### src/rtl/dbg_gate_pkg.sv
// Package: shared outcome encoding and register-selector constants for the
// debug status register access gate. Assumes a 2-bit exception level.
package dbg_gate_pkg;

    localparam int EL_W       = 2;
    localparam int N_OUTCOMES = 5;
    localparam int SYN_W      = 6;

    typedef enum logic [2:0] {
        OC_PERMIT   = 3'd0,
        OC_UNDEF    = 3'd1,
        OC_TRAP_EL2 = 3'd2,
        OC_HYP_TRAP = 3'd3,
        OC_TRAP_EL3 = 3'd4,
        OC_NONE     = 3'd7
    } outcome_e;

    localparam logic [EL_W-1:0] LVL_0 = 2'd0;
    localparam logic [EL_W-1:0] LVL_1 = 2'd1;
    localparam logic [EL_W-1:0] LVL_2 = 2'd2;
    localparam logic [EL_W-1:0] LVL_3 = 2'd3;

    typedef struct packed {
        logic el2_enabled;
        logic el2_is_32;
        logic el3_present;
        logic el3_is_32;
        logic hyp64_tde;
        logic hyp64_tda;
        logic hyp32_tde;
        logic hyp32_tda;
        logic mon64_tda;
    } trap_cfg_t;

endpackage

### src/rtl/dbg_enc_match.sv
// Module: instruction field decoder. Compares the five coprocessor fields
// with the selector of the debug status register. Purely combinational;
// assumes the fields are stable whenever the request is valid.
module dbg_enc_match #(
    parameter logic [3:0] SEL_CP   = 4'b1110,
    parameter logic [2:0] SEL_OPC1 = 3'b000,
    parameter logic [3:0] SEL_CRN  = 4'b0000,
    parameter logic [3:0] SEL_CRM  = 4'b0010,
    parameter logic [2:0] SEL_OPC2 = 3'b010
) (
    input  logic [3:0] cp,
    input  logic [2:0] opc1,
    input  logic [3:0] crn,
    input  logic [3:0] crm,
    input  logic [2:0] opc2,
    output logic       hit
);
    logic [4:0] field_eq;

    // Compare each field with its selector value.
    always_comb begin
        field_eq[0] = (cp   == SEL_CP);
        field_eq[1] = (opc1 == SEL_OPC1);
        field_eq[2] = (crn  == SEL_CRN);
        field_eq[3] = (crm  == SEL_CRM);
        field_eq[4] = (opc2 == SEL_OPC2);
    end

    // The register is selected only when every field agrees.
    assign hit = &field_eq;

endmodule

### src/rtl/dbg_trap_prio.sv
// Module: priority chain that picks one outcome from the exception level
// and the trap configuration. Purely combinational; assumes the
// configuration inputs are already qualified for the current state.
module dbg_trap_prio
    import dbg_gate_pkg::*;
(
    input  logic [EL_W-1:0] cur_el,
    input  trap_cfg_t       cfg,
    output outcome_e        outcome
);
    logic l2_trap64;
    logic l2_trap32;
    logic l3_trap64;

    // Conditions for each trap step, each qualified by the width of its level.
    always_comb begin
        l2_trap64 = cfg.el2_enabled && !cfg.el2_is_32 && (cfg.hyp64_tde || cfg.hyp64_tda);
        l2_trap32 = cfg.el2_enabled &&  cfg.el2_is_32 && (cfg.hyp32_tde || cfg.hyp32_tda);
        l3_trap64 = cfg.el3_present && !cfg.el3_is_32 && cfg.mon64_tda;
    end

    // Pick the outcome in fixed order for each exception level.
    always_comb begin
        unique case (cur_el)
            LVL_0: outcome = OC_UNDEF;
            LVL_1: begin
                if (l2_trap64)      outcome = OC_TRAP_EL2;
                else if (l2_trap32) outcome = OC_HYP_TRAP;
                else if (l3_trap64) outcome = OC_TRAP_EL3;
                else                outcome = OC_PERMIT;
            end
            LVL_2: outcome = l3_trap64 ? OC_TRAP_EL3 : OC_PERMIT;
            default: outcome = OC_PERMIT;
        endcase
    end

endmodule

### src/rtl/dbg_outcome_drv.sv
// Module: expands the selected outcome into one-hot result lines and the
// syndrome class. Assumes 'active' is already the valid-and-hit qualifier.
module dbg_outcome_drv
    import dbg_gate_pkg::*;
#(
    parameter logic [SYN_W-1:0] TRAP_SYN = 6'h05
) (
    input  logic                  active,
    input  outcome_e              outcome,
    output logic [N_OUTCOMES-1:0] onehot,
    output logic [SYN_W-1:0]      syn_class
);
    logic any_trap;

    // One result line per outcome code.
    generate
        for (genvar i = 0; i < N_OUTCOMES; i++) begin : g_line
            assign onehot[i] = active && (outcome == outcome_e'(i));
        end
    endgenerate

    // Every trap target reports the same syndrome class.
    always_comb begin
        any_trap  = onehot[OC_TRAP_EL2] || onehot[OC_HYP_TRAP] || onehot[OC_TRAP_EL3];
        syn_class = any_trap ? TRAP_SYN : '0;
    end

endmodule

### src/rtl/dbg_wr_pulse.sv
// Module: registers the write strobe for a permitted write so that the
// register is written in the cycle after the request. Synchronous
// active-low reset.
module dbg_wr_pulse (
    input  logic clk,
    input  logic rst_n,
    input  logic wr_ok,
    output logic wr_en
);
    // Capture a permitted write for one cycle.
    always_ff @(posedge clk) begin
        if (!rst_n) wr_en <= 1'b0;
        else        wr_en <= wr_ok;
    end

endmodule

### src/rtl/dbg_ctl_access_gate.sv
// Module: top of the access gate for the debug status register. Decodes
// the instruction fields, runs the trap priority chain and drives one-hot
// results, the syndrome class and a delayed write strobe. Outcomes are
// combinational from the request; only the write strobe is registered.
module dbg_ctl_access_gate
    import dbg_gate_pkg::*;
#(
    parameter logic [3:0]       SEL_CP   = 4'b1110,
    parameter logic [2:0]       SEL_OPC1 = 3'b000,
    parameter logic [3:0]       SEL_CRN  = 4'b0000,
    parameter logic [3:0]       SEL_CRM  = 4'b0010,
    parameter logic [2:0]       SEL_OPC2 = 3'b010,
    parameter logic [SYN_W-1:0] TRAP_SYN = 6'h05
) (
    input  logic             clk,
    input  logic             rst_n,
    input  logic             req_valid,
    input  logic             req_write,
    input  logic [3:0]       req_cp,
    input  logic [2:0]       req_opc1,
    input  logic [3:0]       req_crn,
    input  logic [3:0]       req_crm,
    input  logic [2:0]       req_opc2,
    input  logic [EL_W-1:0]  cur_el,
    input  logic             el2_enabled,
    input  logic             el2_is_32,
    input  logic             el3_present,
    input  logic             el3_is_32,
    input  logic             hyp64_tde,
    input  logic             hyp64_tda,
    input  logic             hyp32_tde,
    input  logic             hyp32_tda,
    input  logic             mon64_tda,
    output logic             res_permit,
    output logic             res_undef,
    output logic             res_trap_el2,
    output logic             res_hyp_trap,
    output logic             res_trap_el3,
    output logic [SYN_W-1:0] syn_class,
    output logic             reg_wr_en
);
    logic                  sel_hit;
    logic                  active;
    trap_cfg_t             cfg;
    outcome_e              outcome;
    logic [N_OUTCOMES-1:0] lines;

    dbg_enc_match #(
        .SEL_CP(SEL_CP), .SEL_OPC1(SEL_OPC1), .SEL_CRN(SEL_CRN),
        .SEL_CRM(SEL_CRM), .SEL_OPC2(SEL_OPC2)
    ) u_match (
        .cp(req_cp), .opc1(req_opc1), .crn(req_crn),
        .crm(req_crm), .opc2(req_opc2), .hit(sel_hit)
    );

    // Gather the trap configuration into one bundle.
    always_comb begin
        cfg.el2_enabled = el2_enabled;
        cfg.el2_is_32   = el2_is_32;
        cfg.el3_present = el3_present;
        cfg.el3_is_32   = el3_is_32;
        cfg.hyp64_tde   = hyp64_tde;
        cfg.hyp64_tda   = hyp64_tda;
        cfg.hyp32_tde   = hyp32_tde;
        cfg.hyp32_tda   = hyp32_tda;
        cfg.mon64_tda   = mon64_tda;
    end

    dbg_trap_prio u_prio (
        .cur_el(cur_el), .cfg(cfg), .outcome(outcome)
    );

    assign active = req_valid && sel_hit;

    dbg_outcome_drv #(.TRAP_SYN(TRAP_SYN)) u_drv (
        .active(active), .outcome(outcome), .onehot(lines), .syn_class(syn_class)
    );

    // Map the outcome lines onto the named result ports.
    always_comb begin
        res_permit   = lines[OC_PERMIT];
        res_undef    = lines[OC_UNDEF];
        res_trap_el2 = lines[OC_TRAP_EL2];
        res_hyp_trap = lines[OC_HYP_TRAP];
        res_trap_el3 = lines[OC_TRAP_EL3];
    end

    dbg_wr_pulse u_pulse (
        .clk(clk), .rst_n(rst_n),
        .wr_ok(res_permit && req_write), .wr_en(reg_wr_en)
    );

endmodule

### config.mk
export PLATFORM = sky130hd
export DESIGN_NAME = dbg_ctl_access_gate
export DESIGN_NICKNAME = d
export VERILOG_FILES = /design/src/rtl/dbg_gate_pkg.sv /design/src/rtl/dbg_enc_match.sv /design/src/rtl/dbg_trap_prio.sv /design/src/rtl/dbg_outcome_drv.sv /design/src/rtl/dbg_wr_pulse.sv /design/src/rtl/dbg_ctl_access_gate.sv
export SDC_FILE = /design/constraint.sdc
export NUM_CORES = 1
export LEC_CHECK = 0
export BUFFER_PORTS_ARGS = -buffer_cell sky130_fd_sc_hd__buf_2
export CORE_AREA = 3 3 40 42
export CTS_BUF_LIST = sky130_fd_sc_hd__clkbuf_8
export CTS_CLUSTER_DIAMETER = 150
export DETAILED_ROUTE_END_ITERATION = 6
export DIE_AREA = 0 0 43 45
export GPL_ROUTABILITY_DRIVEN = 0
export GPL_TIMING_DRIVEN = 0
export PLACE_DENSITY = 0.74
export SLEW_MARGIN = 20
export SYNTH_ARGS = -nofsm -noshare
export SYNTH_HDL_FRONTEND = slang
export SYNTH_SLANG_ARGS = --single-unit
### constraint.sdc
create_clock -name clk -period 4.2 [get_ports clk]
set_clock_uncertainty 0.2 [all_clocks]
set_input_delay 0.42 -clock clk [delete_from_list [all_inputs] [get_ports clk]]
set_output_delay 0.42 -clock clk [all_outputs]
set_load 0.02 [all_outputs]
==> results_dict.tcl <==
set metrics [dict create \
    status "finished clean" \
    yosysUniqueCellTypes 25 \
    worst-path-buf-inv 3 \
    ant_nets 0 \
    grt-ovfl-total 0 \
    clk_pin_slew_ns 0 \
    synth_fa_ha_area_share_pct 0 \
    drt-total-wl_um 935 \
    synth_compound_area_share_pct 29.25 \
    fin_setup_tns_ns 0 \
    required_ns 3.58 \
    gr-usage-all-layers_pct 8.472 \
    largest_reg_flops 1 \
    ys.flop_type "dfxtp_1" \
    boundaryPins 45 \
    rows 13 \
    vias 435 \
    die-area_um2 1935 \
    cts_resized 0 \
    register_area_um2 20.02 \
    netlist_area_um2 316.6 \
    max_stage_delay_ns 0.51 \
    drv_cap 0 \
    syn_to_final_growth_pct 72.73 \
    grt_max_degree 9 \
    syn_inst 38 \
    first_global_vias 350 \
    synth-xor-area-share_pct 0 \
    critPathCaptureType "output port" \
    drt_iter0_markers 5 \
    p_leak_uw 0.0002841 \
    via_per_inst 4.531 \
    reg_top3 "u_pulse.wr_en x1" \
    synth_seq_area_share_pct 6.324 \
    synth_top_area_share_pct 14.23 \
    synth-edff-count 0 \
    critical_path_class "in -> out" \
    synthSimpleGateAreaFrac_pct 45.45 \
    ys_warn_count 0 \
    antenna_found_initial 0 \
    yosysMostFrequentCell "buf_4" \
    multi_input_area_um2 251.5 \
    die_h_um 45 \
    max_freq_ghz 0.4160 \
    synth.avg_cell_area_um2 8.330 \
    diodes 0 \
    crit_slowest_cell "or4_4" \
    cp_max_fo 4 \
    core_um2 1285 \
    synth_top_family_by_area "simple AND/OR/NAND/NOR gates" \
    synth_common_cells "buf_4 (6), nor4_1 (3)" \
    hp-class "in -> reg" \
    hp-start "req_write" \
    ctsHoldBuffers 0 \
    synthMuxAreaShare_pct 0 \
    drive_gt1_share_pct 66.67 \
    startpoint_type "input pin" \
    start_util_pct 24.63 \
    grt_pass1_wl_mm 1.380 \
    nFillCells 143 \
    dp_hpwl_um 883.2 \
    rsz0062_at_grt "no" \
    post_drt_wl_per_cell_um 9.740 \
    place_area_um2 546.8 \
    regMostFlops "u_pulse.wr_en" \
    hold-path-endpoint "u_pulse.wr_en" \
    crit_chain "buf_2, nor3b_2, or4_4, a211oi_2, buf_4, buf_2" \
    crit_path_frequent_cell "buf_2" \
    io_buffer_count 40 \
    whs_path_depth 3 \
    fin_crit_sh_pct 57.24 \
    drtPass1Iterations 4 \
    hold_violations 0 \
    yosys_register_bits 1 \
    finalNetCount 116 \
    worstPathArrival_ns 1.78 \
    final-setup-viol-count 0 \
    async_flop_share_pct 0 \
    ir_drop_mv 0.03126 \
    dieWidth_um 43 \
    synth.area.top_cells "buf_4 (14%), nor4b_2 (9.5%), dfxtp_1 (6.3%)" \
    finalMaxSlewViolations 0 \
    fin_crit_ns 2.404 \
    drc 0 \
    crit_family "simple AND/OR/NAND/NOR gates" \
    synth.largest_area_cell "buf_4" \
    fin_area_um2 546.8 \
    power_density_nw_per_um2 79.23 \
    cts_setup_buffers 0 \
]
[layout by cell type, fill, tap and decap left out, types with 2 or more instances in the layout]
cell        n
conb_1      4
buf_2      40
nor4b_2     2
o311ai_1    2
buf_4       6
o2111ai_1   2
nand2b_1    2
nor4_1      3
nand2_1     2
inv_1       2
[tightest hold or removal path, stage by stage]
cell and delay [ns]:
buf_2 0.09, nand2_1 0.05, a2111oi_1 0.05
[how the worst max path moves through the flow]
stage          startpoint      endpoint  slack [ns]  cells after the start
2_1_floorplan  req_crn[2]  res_hyp_trap        1.91                      3
3_3_place_gp    el2_is_32  syn_class[0]        1.82                      6
3_5_place_dp    el2_is_32  syn_class[2]        1.81                      6
4_1_cts         el2_is_32  syn_class[2]        1.80                      6
5_1_grt         el2_is_32  syn_class[2]        1.74                      6
6_report        el2_is_32  syn_class[2]        1.80                      6
[per-stage QoR]
stage               hold WS, ns  setup WS, ns  total power, µW  instances  util, %
floorplan                0.3525         1.911            24.69         41        -
global placement         0.4748         1.822            42.56         96    42.55
detailed placement       0.4766         1.810            43.36         96    42.55
CTS                      0.4766         1.799            43.41         96    42.55
finish                   0.4708         1.796            43.32         96    42.55
global route             0.4825         1.742            46.61         96    42.55
[cell families after synthesis]
| family | after synthesis |
|---|---|
| and+or+nand+nor | 17 |
| AOI/OAI and AO/OA | 10 |
| buffers and inverters | 9 |
| DFF | 1 |
| other | 1 |
[metal layers]
layer	up-vias	part of all wire (%)	global-route usage [%]
met4	0	0	0
met1	176	39	12.68
met2	27	47	14.07
met3	0	13	0.7968
met5	-	0	0
li1	232	-	-
[area by class of cell]
cell class	instances	share of cell area, %
buffer	6	8.238
tap	15	3.432
sequential	1	3.661
multi-input combinational	31	46.00
timing repair buffer	40	36.61
inverter	3	2.059
[where the power goes]
part	internal (µW)	leakage, µW	switching (µW)	total [µW]
Clock	0	0	0	0
Combinational	17.7	0.000276	15.9	33.6
Sequential	9.69	0.00000805	0.00000138	9.69
Total	27.4	0.000284	15.9	43.3
(Power assumes the default switching activity.)
